$ cat src/rtl/lpc_tgt_pkg.sv
// Shared types and nibble codes for the LPC peripheral cycle engine.
// Assumes a single clock domain; all values are bus nibbles.
package lpc_tgt_pkg;

    typedef enum logic [3:0] {
        ST_IDLE, ST_CTYPE, ST_ADDR, ST_CHAN, ST_SIZE,
        ST_HDAT_LO, ST_HDAT_HI, ST_HTAR1, ST_HTAR2, ST_SYNC,
        ST_TDAT_LO, ST_TDAT_HI, ST_TTAR1, ST_TTAR2, ST_IGNORE
    } tgt_state_e;

    typedef enum logic [1:0] {SP_IO, SP_MEM, SP_DMA, SP_NONE} space_e;

    typedef struct packed {
        logic   valid;
        space_e space;
        logic   host_src;   // host supplies the data byte
    } cyc_kind_t;

    localparam logic [3:0] NIB_START = 4'h0;
    localparam logic [3:0] NIB_WAIT  = 4'h6;
    localparam logic [3:0] NIB_READY = 4'h0;
    localparam logic [3:0] NIB_TAR   = 4'hF;

    localparam logic [3:0] KIND_IO_RD  = 4'h0;
    localparam logic [3:0] KIND_IO_WR  = 4'h2;
    localparam logic [3:0] KIND_MEM_RD = 4'h4;
    localparam logic [3:0] KIND_MEM_WR = 4'h6;
    localparam logic [3:0] KIND_DMA_HD = 4'h8;
    localparam logic [3:0] KIND_DMA_DH = 4'hA;

endpackage

$ cat src/rtl/lpc_tgt_ctdec.sv
// Cycle-kind decoder: maps the nibble after a start to a space and a
// data direction. Assumes unknown nibbles must be ignored.
module lpc_tgt_ctdec
    import lpc_tgt_pkg::*;
(
    input  logic [3:0] nib,
    output cyc_kind_t  kind
);

    // Decode the six served cycle kinds; everything else is invalid.
    always_comb begin
        kind = '{valid: 1'b0, space: SP_NONE, host_src: 1'b0};
        case (nib)
            KIND_IO_RD:  kind = '{valid: 1'b1, space: SP_IO,  host_src: 1'b0};
            KIND_IO_WR:  kind = '{valid: 1'b1, space: SP_IO,  host_src: 1'b1};
            KIND_MEM_RD: kind = '{valid: 1'b1, space: SP_MEM, host_src: 1'b0};
            KIND_MEM_WR: kind = '{valid: 1'b1, space: SP_MEM, host_src: 1'b1};
            KIND_DMA_HD: kind = '{valid: 1'b1, space: SP_DMA, host_src: 1'b1};
            KIND_DMA_DH: kind = '{valid: 1'b1, space: SP_DMA, host_src: 1'b0};
            default:     kind = '{valid: 1'b0, space: SP_NONE, host_src: 1'b0};
        endcase
    end

endmodule

$ cat src/rtl/lpc_tgt_match.sv
// Claim logic: positive decode of the I/O and memory windows and the
// per-channel DMA request check. Assumes window sizes are powers of two
// and aligned bases. The returned ack vector is one-hot or zero.
module lpc_tgt_match
    import lpc_tgt_pkg::*;
#(
    parameter logic [15:0] IO_BASE       = 16'h02E8,
    parameter int unsigned IO_SPAN_LOG2  = 3,
    parameter logic [31:0] MEM_BASE      = 32'hFED0_0000,
    parameter int unsigned MEM_SPAN_LOG2 = 12,
    parameter int unsigned DMA_CHANNELS  = 4
) (
    input  space_e                  space,
    input  logic [31:0]             addr,
    input  logic [2:0]              chan,
    input  logic [DMA_CHANNELS-1:0] dma_req,
    output logic [DMA_CHANNELS-1:0] ack_vec,
    output logic                    hit
);

    logic io_hit;
    logic mem_hit;

    // Window compares on the address bits above each span.
    assign io_hit  = (space == SP_IO)
                   && (addr[15:IO_SPAN_LOG2] == IO_BASE[15:IO_SPAN_LOG2]);
    assign mem_hit = (space == SP_MEM)
                   && (addr[31:MEM_SPAN_LOG2] == MEM_BASE[31:MEM_SPAN_LOG2]);

    // One select per implemented channel; absent channels never match.
    for (genvar i = 0; i < DMA_CHANNELS; i++) begin : g_chan
        assign ack_vec[i] = (space == SP_DMA) && (chan == 3'(i)) && dma_req[i];
    end

    assign hit = io_hit || mem_hit || (|ack_vec);

endmodule

$ cat src/rtl/lpc_tgt_drive.sv
// LAD output stage: selects the nibble and enable for each response
// phase. Assumes the state and counters come from registers.
module lpc_tgt_drive
    import lpc_tgt_pkg::*;
#(
    parameter int unsigned LONG_WAITS = 2,
    parameter int unsigned WCW        = 2
) (
    input  tgt_state_e     state,
    input  logic [WCW-1:0] wait_cnt,
    input  logic [7:0]     rdata,
    output logic [3:0]     lad_out,
    output logic           lad_oe
);

    // Drive SYNC, data and the closing turnaround; float otherwise.
    always_comb begin
        lad_oe  = 1'b1;
        lad_out = NIB_TAR;
        case (state)
            ST_SYNC:    lad_out = (wait_cnt < WCW'(LONG_WAITS)) ? NIB_WAIT : NIB_READY;
            ST_TDAT_LO: lad_out = rdata[3:0];
            ST_TDAT_HI: lad_out = rdata[7:4];
            ST_TTAR1,
            ST_TTAR2:   lad_out = NIB_TAR;
            default:    lad_oe  = 1'b0;
        endcase
    end

endmodule

$ cat src/rtl/lpc_target.sv
// LPC peripheral cycle engine. Decodes single-byte I/O, memory and DMA
// cycles, raises register or DMA strobes in the first host turnaround
// clock, and answers with SYNC, data and turnaround nibbles.
// Assumes: single clock, synchronous active-low reset, LAD tri-state
// buffer outside this block, at most 8 DMA channels.
module lpc_target
    import lpc_tgt_pkg::*;
#(
    parameter logic [15:0] IO_BASE       = 16'h02E8,
    parameter int unsigned IO_SPAN_LOG2  = 3,
    parameter logic [31:0] MEM_BASE      = 32'hFED0_0000,
    parameter int unsigned MEM_SPAN_LOG2 = 12,
    parameter int unsigned DMA_CHANNELS  = 4,
    parameter int unsigned LONG_WAITS    = 2
) (
    input  logic                    clk,
    input  logic                    rst_n,
    input  logic                    lframe_n,
    input  logic [3:0]              lad_in,
    output logic [3:0]              lad_out,
    output logic                    lad_oe,
    output logic [31:0]             bus_addr,
    output logic [7:0]              bus_wdata,
    input  logic [7:0]              bus_rdata,
    output logic                    bus_wr,
    output logic                    bus_rd,
    output logic                    bus_mem,
    input  logic [DMA_CHANNELS-1:0] dma_req,
    output logic [DMA_CHANNELS-1:0] dma_ack,
    output logic                    dma_to_dev,
    input  logic [7:0]              dma_rdata
);

    localparam int unsigned WCW      = (LONG_WAITS < 1) ? 1 : $clog2(LONG_WAITS + 1);
    localparam logic [2:0]  IO_NIBS  = 3'd3;   // nibbles left after the first
    localparam logic [2:0]  MEM_NIBS = 3'd7;

    tgt_state_e              state_q, state_d;
    space_e                  space_q;
    logic                    host_src_q;
    logic [31:0]             addr_q;
    logic [2:0]              chan_q;
    logic [7:0]              wdata_q;
    logic [7:0]              rdata_q;
    logic [2:0]              nib_cnt_q;
    logic [WCW-1:0]          wait_cnt_q;
    cyc_kind_t               ct_kind;
    logic [DMA_CHANNELS-1:0] ack_vec;
    logic                    hit;
    logic                    claim;

    lpc_tgt_ctdec u_ctdec (
        .nib  (lad_in),
        .kind (ct_kind)
    );

    lpc_tgt_match #(
        .IO_BASE       (IO_BASE),
        .IO_SPAN_LOG2  (IO_SPAN_LOG2),
        .MEM_BASE      (MEM_BASE),
        .MEM_SPAN_LOG2 (MEM_SPAN_LOG2),
        .DMA_CHANNELS  (DMA_CHANNELS)
    ) u_match (
        .space   (space_q),
        .addr    (addr_q),
        .chan    (chan_q),
        .dma_req (dma_req),
        .ack_vec (ack_vec),
        .hit     (hit)
    );

    lpc_tgt_drive #(
        .LONG_WAITS (LONG_WAITS),
        .WCW        (WCW)
    ) u_drive (
        .state    (state_q),
        .wait_cnt (wait_cnt_q),
        .rdata    (rdata_q),
        .lad_out  (lad_out),
        .lad_oe   (lad_oe)
    );

    // Next-state selection; a low frame strobe overrides every phase.
    always_comb begin
        state_d = state_q;
        if (!lframe_n) begin
            state_d = (lad_in == NIB_START) ? ST_CTYPE : ST_IDLE;
        end else begin
            case (state_q)
                ST_CTYPE: begin
                    if (!ct_kind.valid)              state_d = ST_IGNORE;
                    else if (ct_kind.space == SP_DMA) state_d = ST_CHAN;
                    else                              state_d = ST_ADDR;
                end
                ST_ADDR: begin
                    if (nib_cnt_q == 3'd0)
                        state_d = host_src_q ? ST_HDAT_LO : ST_HTAR1;
                end
                ST_CHAN:    state_d = ST_SIZE;
                ST_SIZE:    state_d = host_src_q ? ST_HDAT_LO : ST_HTAR1;
                ST_HDAT_LO: state_d = ST_HDAT_HI;
                ST_HDAT_HI: state_d = ST_HTAR1;
                ST_HTAR1:   state_d = hit ? ST_HTAR2 : ST_IGNORE;
                ST_HTAR2:   state_d = ST_SYNC;
                ST_SYNC: begin
                    if (wait_cnt_q == WCW'(LONG_WAITS))
                        state_d = host_src_q ? ST_TTAR1 : ST_TDAT_LO;
                end
                ST_TDAT_LO: state_d = ST_TDAT_HI;
                ST_TDAT_HI: state_d = ST_TTAR1;
                ST_TTAR1:   state_d = ST_TTAR2;
                ST_TTAR2:   state_d = ST_IDLE;
                default:    state_d = state_q;
            endcase
        end
    end

    // State register with synchronous bus reset.
    always_ff @(posedge clk) begin
        if (!rst_n) state_q <= ST_IDLE;
        else        state_q <= state_d;
    end

    // Field capture: kind, address, channel, data bytes and wait count.
    always_ff @(posedge clk) begin
        if (!rst_n) begin
            space_q    <= SP_NONE;
            host_src_q <= 1'b0;
            addr_q     <= '0;
            chan_q     <= '0;
            wdata_q    <= '0;
            rdata_q    <= '0;
            nib_cnt_q  <= '0;
            wait_cnt_q <= '0;
        end else if (lframe_n) begin
            case (state_q)
                ST_CTYPE: begin
                    space_q    <= ct_kind.space;
                    host_src_q <= ct_kind.host_src;
                    addr_q     <= '0;
                    nib_cnt_q  <= (ct_kind.space == SP_MEM) ? MEM_NIBS : IO_NIBS;
                end
                ST_ADDR: begin
                    addr_q <= {addr_q[27:0], lad_in};
                    if (nib_cnt_q != 3'd0) nib_cnt_q <= nib_cnt_q - 3'd1;
                end
                ST_CHAN:    chan_q        <= lad_in[2:0];
                ST_HDAT_LO: wdata_q[3:0]  <= lad_in;
                ST_HDAT_HI: wdata_q[7:4]  <= lad_in;
                ST_HTAR2: begin
                    wait_cnt_q <= '0;
                    if (!host_src_q)
                        rdata_q <= (space_q == SP_DMA) ? dma_rdata : bus_rdata;
                end
                ST_SYNC: begin
                    if (wait_cnt_q != WCW'(LONG_WAITS)) wait_cnt_q <= wait_cnt_q + WCW'(1);
                end
                default: ;
            endcase
        end
    end

    // Strobes fire only in the first host turnaround clock of a claim.
    assign claim      = (state_q == ST_HTAR1) && hit;
    assign bus_wr     = claim && (space_q != SP_DMA) && host_src_q;
    assign bus_rd     = claim && (space_q != SP_DMA) && !host_src_q;
    assign dma_ack    = claim ? ack_vec : '0;
    assign bus_addr   = addr_q;
    assign bus_wdata  = wdata_q;
    assign bus_mem    = (space_q == SP_MEM);
    assign dma_to_dev = host_src_q;

endmodule

$ cat config.mk
export PLATFORM = sky130hd
export DESIGN_NAME = lpc_target
export DESIGN_NICKNAME = d
export VERILOG_FILES = /design/src/rtl/lpc_tgt_pkg.sv /design/src/rtl/lpc_tgt_ctdec.sv /design/src/rtl/lpc_tgt_match.sv /design/src/rtl/lpc_tgt_drive.sv /design/src/rtl/lpc_target.sv
export SDC_FILE = /design/constraint.sdc
export NUM_CORES = 1
export LEC_CHECK = 0
export BUFFER_PORTS_ARGS = -buffer_cell sky130_fd_sc_hd__buf_2
export CAP_MARGIN = 30
export CORE_AREA = 10 10 111 113
export CTS_CLUSTER_SIZE = 16
export DETAILED_ROUTE_END_ITERATION = 12
export DIE_AREA = 0 0 121 123
export GPL_TIMING_DRIVEN = 0
export SYNTH_ARGS = -nofsm -noshare
export SYNTH_HDL_FRONTEND = slang
export SYNTH_SLANG_ARGS = --single-unit
$ cat constraint.sdc
create_clock -name clk -period 1.7 [get_ports clk]
set_input_delay 0.255 -clock clk [delete_from_list [all_inputs] [get_ports clk]]
set_output_delay 0.255 -clock clk [all_outputs]
set_load 0.02 [all_outputs]
==> results.cfg, run 1 <==
[min_path]
hold_depth = 4
hp-class = primary input to flip-flop
hp-start = dma_rdata[3]
holdPathEnd = rdata_q[3]$_SDFFE_PN0P_

[floorplan]
die_h_microns = 123
io_pins = 80
row_count = 37
initial_utilization_pct = 29.6
die_w_microns = 121
die-area_sq_mm = 0.0149
core_area_sq_mm = 0.0101

[timing]
fmax_ghz = 0.412
setup_slack_ns = -0.730
fin_skew_ns = 0.0130
period_minus_slack_ns = 2.43
tightest_slew_ns = 0.607
hold_viol = 0
rsz0062_at_grt = true
max-slew-margin-rel_pct = 59.6
period_share_pct = 143
holdWs_ns = 0.251
maxSlewViolCount = 0
setup_viol = 55

[synth]
synth.top_cell.area_share_pct = 42.1
post_synth_num_cell_types = 51
synth_edf_count = 0
syn_area_sq_mm = 0.00300
yosysSeqAreaShare_pct = 42.1
synth_nets = 376
avgSynthCellArea_sq_um = 8.67
ys_seq_elements = 63
async_flop_share_pct = 0
synth.area.top_cells = dfxtp_1, a22oi_1, nor2_1, mux2i_1, nand2_1
synth_area_leader_cell = dfxtp_1
ys.flop_type = dfxtp_1
synth_common_cells = dfxtp_1, nor2_1, a22oi_1
syn-instance-count = 346
ys_warn_count = 0

[placed_design]
dpl_cell_area_sq_mm = 0.00365
io_buffer_count = 75
place.gp.congestion = 0.844
dpl.cell_count = 557
hpwl_microns = 6550
place_ws_ns = -0.405

[cells_and_area]
regArea_sq_mm = 0.00129
stdcell_count = 612
nNetsFinal = 501
fin_area_sq_mm = 0.00492
drive_gt1_share_pct = 52.1
area_growth_pct = 64.2
multi_input_area_sq_mm = 0.00211
n_antenna_cell = 0
fillCellCount = 908

[power]
p_leak_nw = 2.10
power_density_mw_per_mm2 = 809
peakVddDrop_v = 0.000335
power_w = 0.00398

[cts]
cts_sinks = 63
clockBufferDepth = 2
cts_max_level = 3
cts_tree = yes
cts_root_buffer = clkbuf_8
clock_latency_ns = 0.35
cts_buffers = 9
cts.reportedPaths.clkPinSlew_ns = 0.08

[setup_path]
critPathTopFamily = simple AND/OR/NAND/NOR gates
cpPeakStageDelay_ns = 0.54
path_buf_inv = 1
startpoint = bus_addr[16]$_SDFFE_PN0P_
worstPathCellList = or4_4 -> nor4_4 -> a41oi_2 -> nor2b_4 -> nor4b_4 -> buf_4
reg2reg_from = state_q[1]$_SDFFE_PN0P_
required_ns = 1.44
reg2regPathDepth = 10
crit_arrival_ns = 2.18
crit_type = flip-flop to output port
endpoint_kind = output port
path_max_fanout = 2
critPathLaunchType = flip-flop
rrSetupSlack_ns = -0.33
cpMaxStageDelayCell = or4_4
reg2reg_to = state_q[2]$_SDFFE_PN0P_

[grt]
grt_pass1_wl_microns = 15800
grt_pass1_vias = 3154
grt_remaining_overflow = 0
grt_max_degree = 13
grt_antenna_before_repair = 0
gr-usage-all-layers_pct = 12.9

[routing]
viasPerCell = 5.30
dr.first_iter.drc_count = 287
vias = 3241
post_drt_wl_per_cell_microns = 17.9
ant_nets = 0
post-route-drc-count = 0
dr.pass1.iters = 4
finalWirelength_microns = 11000

[run_status]
status = complete, but fails checks
violations = negative setup slack

[flow_run]
cap_viol_max_count = 0
-- metal layers --
metal	vias up	GRT usage, %	routed length (microns)
li1	1508	-	-
met1	1612	14.9	4560
met2	97	21.6	5580
met3	24	3.65	554
met4	0	5.88	286
met5	-	0	0
-- where the power goes --
part           total, W  internal (W)  leakage [nW]  switching, W
logic          0.000912      0.000452          1.48      0.000460
registers       0.00154       0.00151         0.514     0.0000329
clock network   0.00153      0.000873         0.109      0.000659
-- cell type report --
type | instances | area share [%]
multi-input combinational | 249 | 42.8
clock buffer | 10 | 2.79
clock inverter | 6 | 1.88
timing repair buffer | 118 | 18.0
buffer | 24 | 4.24
tap | 136 | 3.46
sequential | 63 | 26.1
inverter | 6 | 0.711
-- cell families after synthesis --
logic type | after synthesis | synth area share [%]
adders and majority gates | 3 | 1.25
muxes | 23 | 8.14
AOI/OAI and AO/OA | 77 | 19.7
buffers and inverters | 34 | 4.55
and+or+nand+nor | 146 | 24.4
DFF | 63 | 42.1
-- sequential cells by signal, summed over array words and instances (netlist names) --
signal and cells:
chan_q 3, rdata_q 8, wait_cnt_q 2, space_q 2
bus_addr 32, nib_cnt_q 3, bus_wdata 8, dma_to_dev 1
state_q 4
-- stage by stage --
| step | utilization [%] | setup TNS, ns |
|---|---|---|
| after global routing | 48.6 | -11.58 |
| after CTS | 43.0 | -4.67 |
| after global placement | 36.0 | -13.37 |
| final | 48.6 | -7.40 |
| after detailed placement | 36.0 | -14.35 |
| after floorplan | - | -0.638 |
-- worst max-delay path by stage --
stage | slack, ns | to | depth (start not counted)
after CTS | -0.74 | bus_rd | 6
after floorplan | -0.24 | bus_rd | 5
after global placement | -0.40 | dma_ack[0] | 6
after global routing | -0.81 | bus_rd | 6
after detailed placement | -0.41 | bus_wr | 5
final | -0.73 | bus_rd | 6
-- cells in the final DEF, fill, tap and decap left out, types with 3 or more instances in the layout --
| master | count |
|---|---|
| o21ai_2 | 3 |
| o211a_1 | 7 |
| nor2_1 | 56 |
| dfxtp_2 | 8 |
| a22oi_1 | 8 |
| buf_6 | 27 |
| nor3_4 | 3 |
| nand3_1 | 4 |
| nor2_2 | 4 |
| nor3_1 | 3 |
| clkbuf_1 | 10 |
| a22oi_2 | 27 |
| buf_2 | 65 |
| nor2b_4 | 4 |
| inv_2 | 3 |
| dfxtp_4 | 4 |
| clkbuf_8 | 10 |
| o211ai_1 | 4 |
| a211oi_2 | 3 |
| nor4b_4 | 3 |
| nor2_4 | 3 |
| nand2_1 | 22 |
| nor2b_1 | 7 |
| dfxtp_1 | 51 |
| buf_12 | 4 |
| mux2i_1 | 21 |
| buf_4 | 27 |
| a21oi_1 | 3 |
| buf_8 | 6 |
| a21oi_2 | 3 |
-- timing repair --
item / in CTS / in global routing
hold buffers: 0 / 0
setup buffers: 20 / 22
setup endpoints to repair: 67 / 63
endpoints found under the hold margin: 0 / 0
pin swaps: 13 / 19
gates resized for setup: 102 / 97
cloned: 0 / 3
-- worst reg2reg max path, cell delays in order (launching register included) --
cell and delay, ns:
dfxtp_2 0.35, buf_8 0.13, buf_12 0.13, buf_6 0.11
buf_6 0.11, buf_6 0.11, or3_4 0.40, a221oi_4 0.32
o21ai_1 0.10, nand3_1 0.12, a21oi_2 0.05
(Power assumes the default switching activity.)
==> run 2, diff against run 1 <==
ABC_AREA = 1   (was not set)
CORE_AREA = 10 10 144 93   (was 10 10 111 113)
DIE_AREA = 0 0 154 103   (was 0 0 121 123)
==> results.cfg, run 2 <==
[synth]
ys_warn_count = 0
async_flop_share_pct = 0
yosysMostFrequentCell = inv_1
synth_area_leader_cell = dfxtp_1
synth_nets = 497
yosysSeqAreaShare_pct = 39.8
synth_common_cells = inv_1, nand2_1, nor2_1
synth_edf_count = 0
ys.flop_type = dfxtp_1
syn-instance-count = 467
synth.top_cell.area_share_pct = 39.8
synth.area.top_cells = dfxtp_1, inv_1, nand2_1, nor2_1, a21oi_1
ys_seq_elements = 63
post_synth_num_cell_types = 32
avgSynthCellArea_sq_um = 6.78
syn_area_sq_mm = 0.00317

[cells_and_area]
final_common_cell = inv_1
area_growth_pct = 38.3
largest_reg_flops = 32
multi_input_area_sq_mm = 0.00158
stdcell_count = 717
final_cell_mix = inv_1, buf_2, nand2_1, nor2_1, dfxtp_1
n_antenna_cell = 0
drive_gt1_share_pct = 32.5
regArea_sq_mm = 0.00129
fillCellCount = 1122
nNetsFinal = 598

[grt]
grt_remaining_overflow = 0
grt_antenna_before_repair = 0
grt_max_degree = 11
gr-usage-all-layers_pct = 13.0
grt_pass1_vias = 3244
grt_pass1_wl_microns = 16600

[timing]
rsz0062_at_grt = true
period_minus_slack_ns = 1.98
period_share_pct = 116
setup_viol = 10
setup_slack_ns = -0.276
hold_viol = 0
holdWs_ns = 0.293
tightest_slew_ns = 0.567
fmax_ghz = 0.506
fin_skew_ns = 0.00583
max-slew-margin-rel_pct = 62.2
maxSlewViolCount = 0

[power]
power_density_mw_per_mm2 = 1120
p_leak_nw = 1.85
peakVddDrop_v = 0.000533

[setup_path]
crit_arrival_ns = 1.72
critPathLaunchType = flip-flop
reg2regPathDepth = 11
endpoint_kind = output port
crit_type = flip-flop to output port
required_ns = 1.44
path_max_fanout = 4

[floorplan]
die-area_sq_mm = 0.0159
die_h_microns = 103
row_count = 30
core_area_sq_mm = 0.0109
die_w_microns = 154
io_pins = 80
initial_utilization_pct = 29.0

[routing]
vias = 3374
post_drt_wl_per_cell_microns = 14.6
viasPerCell = 4.71
dr.first_iter.drc_count = 247
ant_nets = 0
dr.pass1.iters = 5
finalWirelength_microns = 10500
post-route-drc-count = 0

[cts]
clockBufferDepth = 2
cts_sinks = 63
clock_latency_ns = 0.32
cts_root_buffer = clkbuf_16
cts_tree = yes
cts_max_level = 3
cts_buffers = 9
cts.reportedPaths.clkPinSlew_ns = 0.05

[placed_design]
hpwl_microns = 7940
dpl.cell_count = 690
place.gp.congestion = 0.911
io_buffer_count = 79

[run_status]
status = complete, but fails checks
violations = negative setup slack

[min_path]
hold_depth = 3
hp-class = primary input to flip-flop

[flow_run]
cap_viol_max_count = 0
## run 2: power by group
| part | switching, W | leakage, nW | internal (W) | total, W |
|---|---|---|---|---|
| Clock | 0.000631 | 0.164 | 0.00147 | 0.00210 |
| Sequential | 0.0000737 | 0.516 | 0.00157 | 0.00164 |
| Combinational | 0.000747 | 1.17 | 0.000404 | 0.00115 |
## run 2: path summary, 6_finish.rpt
check / startpoint / slack, ns / endpoint
hold reg to reg: rdata_q[6]$_SDFFE_PN0P_ / 0.45 / rdata_q[6]$_SDFFE_PN0P_
setup reg to reg: state_q[2]$_SDFFE_PN0P_ / 0.09 / state_q[2]$_SDFFE_PN0P_
setup / recovery: space_q[1]$_SDFFE_PN1P_ / -0.28 / dma_ack[0]
hold / removal: lad_in[1] / 0.29 / bus_wdata[5]$_SDFFE_PN0P_
## run 2: timing repair
item	4_1_cts	5_1_grt
endpoints found under the setup margin	11	49
hold buffers	0	0
pin swaps	11	8
resized for setup	52	29
hold endpoints to repair	0	0
buffers inserted	8	3
## run 2: worst max-delay path, stage by stage, from the launching register on
cell and delay [ns]:
dfxtp_2 0.33, inv_2 0.04, nor2_4 0.12, buf_4 0.14
nand2_4 0.05, a21oi_2 0.11, nor2_2 0.07, nand3_2 0.08
nand2_4 0.09, nor3_4 0.22, buf_6 0.14
## run 2: area by class of cell
type,instances,share of cell area [%]
clock inverter,3,2.06
buffer,18,2.63
inverter,98,8.43
timing repair buffer,90,11.5
sequential,63,29.4
tap,144,4.11
clock buffer,13,5.71
multi-input combinational,288,36.1
## run 2: routing by layer
layer	track usage (%)	vias to the layer above	share of wire, %
met5	0	-	0
met4	4.12	0	1.2
met3	4.38	11	8.0
met2	19.8	101	44
met1	17.0	1546	47
li1	-	1716	-
## run 2: cells by family (layout without fill, tap and decap cells)
group | count (synthesis) | in the layout | share of synthesized area (%)
AO/OA/AOI/OAI | 101 | 101 | 19.0
buffers and inverters | 116 | 222 | 14.9
AND/OR/NAND/NOR | 184 | 184 | 25.1
adder cells (fa/ha/maj) | 3 | 3 | 1.19
flip-flops | 63 | 63 | 39.8
## run 2: through the flow
step	total power [W]	util (%)	worst slack (ns)	cell area, sq um	setup TNS [ns]
detailed placement	0.00264	34.3	-0.276	3740	-1.33
global placement	0.00262	34.3	-0.239	3740	-1.26
finish	0.00489	40.1	-0.276	4380	-1.72
CTS	0.00486	39.2	-0.274	4280	-1.72
floorplan	0.00237	-	-0.0917	3170	-0.367
global route	0.00515	40.1	-0.372	4380	-2.68
==> run 3, diff against run 2 <==
TNS_END_PERCENT = 1   (was not set)
==> results.cfg, run 3 (synthesis results as in run 2) <==
[run_status]
status = complete, but fails checks
violations = negative setup slack

[cts]
holdBufCountCts = 0
cts_buffers = 9
cts_tree = yes
cts_max_level = 3
cts_sinks = 63
clock_latency_ns = 0.33
cts_root_buffer = clkbuf_16
cts.reportedPaths.clkPinSlew_ns = 0.05
clockBufferDepth = 2

[setup_path]
startpoint = space_q[1]$_SDFFE_PN1P_
worstPathCellList = inv_2 -> nor2_4 -> buf_4 -> nand2_4 -> a21oi_2 -> nor2_2 -> nand3_2 -> nand2_4 -> nor3_4 -> buf_6
critical_path.endpoint = dma_ack[2]
crit_arrival_ns = 1.69
critPathLaunchType = flip-flop
path_common_cell = nand2_4
cpPeakStageDelay_ns = 0.33
cp_num_cells = 10
required_ns = 1.44
reg2reg_to = rdata_q[7]$_SDFFE_PN0P_
endpoint_kind = output port
path_max_fanout = 4
reg2regPathDepth = 8
crit_type = flip-flop to output port
cpMaxStageDelayCell = dfxtp_2
critPathTopFamily = simple AND/OR/NAND/NOR gates
reg2reg_from = state_q[2]$_SDFFE_PN0P_
rrSetupSlack_ns = 0.13
path_buf_inv = 3

[floorplan]
die_h_microns = 103
initial_utilization_pct = 29.0
core_area_sq_mm = 0.0109
io_pins = 80
row_count = 30
die-area_sq_mm = 0.0159
die_w_microns = 154

[power]
power_density_mw_per_mm2 = 1130
p_leak_nw = 1.82
peakVddDrop_v = 0.000517
power_w = 0.00484
pwr-share-comb_pct = 22.5
internal_power_w = 0.00342
p_clk_share_pct = 43.5
pwr-share-seq_pct = 34.0
power_switching_w = 0.00143
switching_share_pct = 29.4

[timing]
tightest_slew_ns = 0.573
maxSlewViolCount = 0
fmax_ghz = 0.515
max-slew-margin-rel_pct = 61.8
period_share_pct = 114
period_minus_slack_ns = 1.94
setup_slack_ns = -0.243
fin_skew_ns = 0.00447
setup_viol = 10
rsz0062_at_grt = true
hold_viol = 0

[routing]
dr.pass1.iters = 5
finalWirelength_microns = 10300
post_drt_wl_per_cell_microns = 14.4
dr.first_iter.drc_count = 278
ant_nets = 0
post-route-drc-count = 0
viasPerCell = 4.70
vias = 3346

[cells_and_area]
drive_gt1_share_pct = 29.0
fin_util_pct = 39.3
area_growth_pct = 35.6
largest_reg_flops = 32
n_antenna_cell = 0
final_common_cell = inv_1
final_cell_mix = inv_1, buf_2, nand2_1, nor2_1, dfxtp_1
nNetsFinal = 593
fin_area_sq_mm = 0.00430

[placed_design]
hpwl_microns = 7940
place.gp.congestion = 0.911
dpl_cell_area_sq_mm = 0.00374
io_buffer_count = 79

[min_path]
hold_depth = 3
hp-class = primary input to flip-flop

[grt]
gr-usage-all-layers_pct = 12.9
grt_antenna_before_repair = 0
grt_remaining_overflow = 0
grt_pass1_vias = 3215
grt_pass1_wl_microns = 16500
grt_max_degree = 11

[flow_run]
cap_viol_max_count = 0
[run 3: changes by cell type in the layout (fill, tap and decap cells not counted), sizes merged]
cell  previous run  this run
buf            101        96
[run 3: routing by layer]
metal | global-route usage (%) | share of wire, % | vias to the layer above
li1 | - | - | 1699
met1 | 17.0 | 48 | 1538
met2 | 19.5 | 43 | 96
met3 | 4.17 | 7.4 | 13
met4 | 4.05 | 1.3 | 0
met5 | 0 | 0 | -
[run 3: worst register-to-register path, stage by stage, from the launching register on]
cell     delay (ns)
dfxtp_2        0.34
buf_6          0.14
inv_1          0.07
nand2_2        0.09
inv_1          0.11
nand4_1        0.26
buf_6          0.25
o21ai_0        0.14
a21oi_1        0.06
[run 3: power by group through the flow]
stage	Combinational [W]	Sequential (W)	Clock (W)
floorplan	0.000724	0.00165	0
global route	0.00122	0.00166	0.00221
global placement	0.000966	0.00166	0
detailed placement	0.000979	0.00166	0
CTS	0.00104	0.00164	0.00215
finish	0.00109	0.00165	0.00211
[run 3: what timing repair did]
action,4_1_cts,5_1_grt
buffers inserted,6,0
pin swaps,10,3
setup endpoints to repair,11,45
gates resized for setup,47,14
[run 3: final cells by class]
cell class,count,area [sq um]
flip-flops and latches,63,1280
plain buffers,18,115
clock buffers,13,250
repair buffers,85,462
inverters,98,369
fillers,1124,6630
clock inverters,3,90.1
multi-input cells,288,1550
well taps,144,180
[run 3: through the flow]
step | instances | hold WS, ns | TNS, ns | worst slack, ns
3_5_place_dp | 690 | 0.438 | -1.33 | -0.276
5_1_grt | 712 | 0.310 | -2.82 | -0.365
4_1_cts | 712 | 0.288 | -1.95 | -0.274
2_1_floorplan | 467 | 0.420 | -0.367 | -0.0917
6_report | 712 | 0.294 | -1.64 | -0.243
3_3_place_gp | 690 | 0.435 | -1.26 | -0.239
[run 3: worst min path at each step]
stage                               from                   endpoint  slack [ns]
4_1_cts                        lad_in[1]  bus_wdata[5]$_SDFFE_PN0P_        0.29
3_3_place_gp   bus_wdata[2]$_SDFFE_PN0P_  bus_wdata[2]$_SDFFE_PN0P_        0.44
2_1_floorplan                  lad_in[0]  bus_wdata[4]$_SDFFE_PN0P_        0.42
5_1_grt                        lad_in[3]  bus_wdata[7]$_SDFFE_PN0P_        0.31
6_report                       lad_in[1]  bus_wdata[5]$_SDFFE_PN0P_        0.29
3_5_place_dp     rdata_q[5]$_SDFFE_PN0P_    rdata_q[5]$_SDFFE_PN0P_        0.44
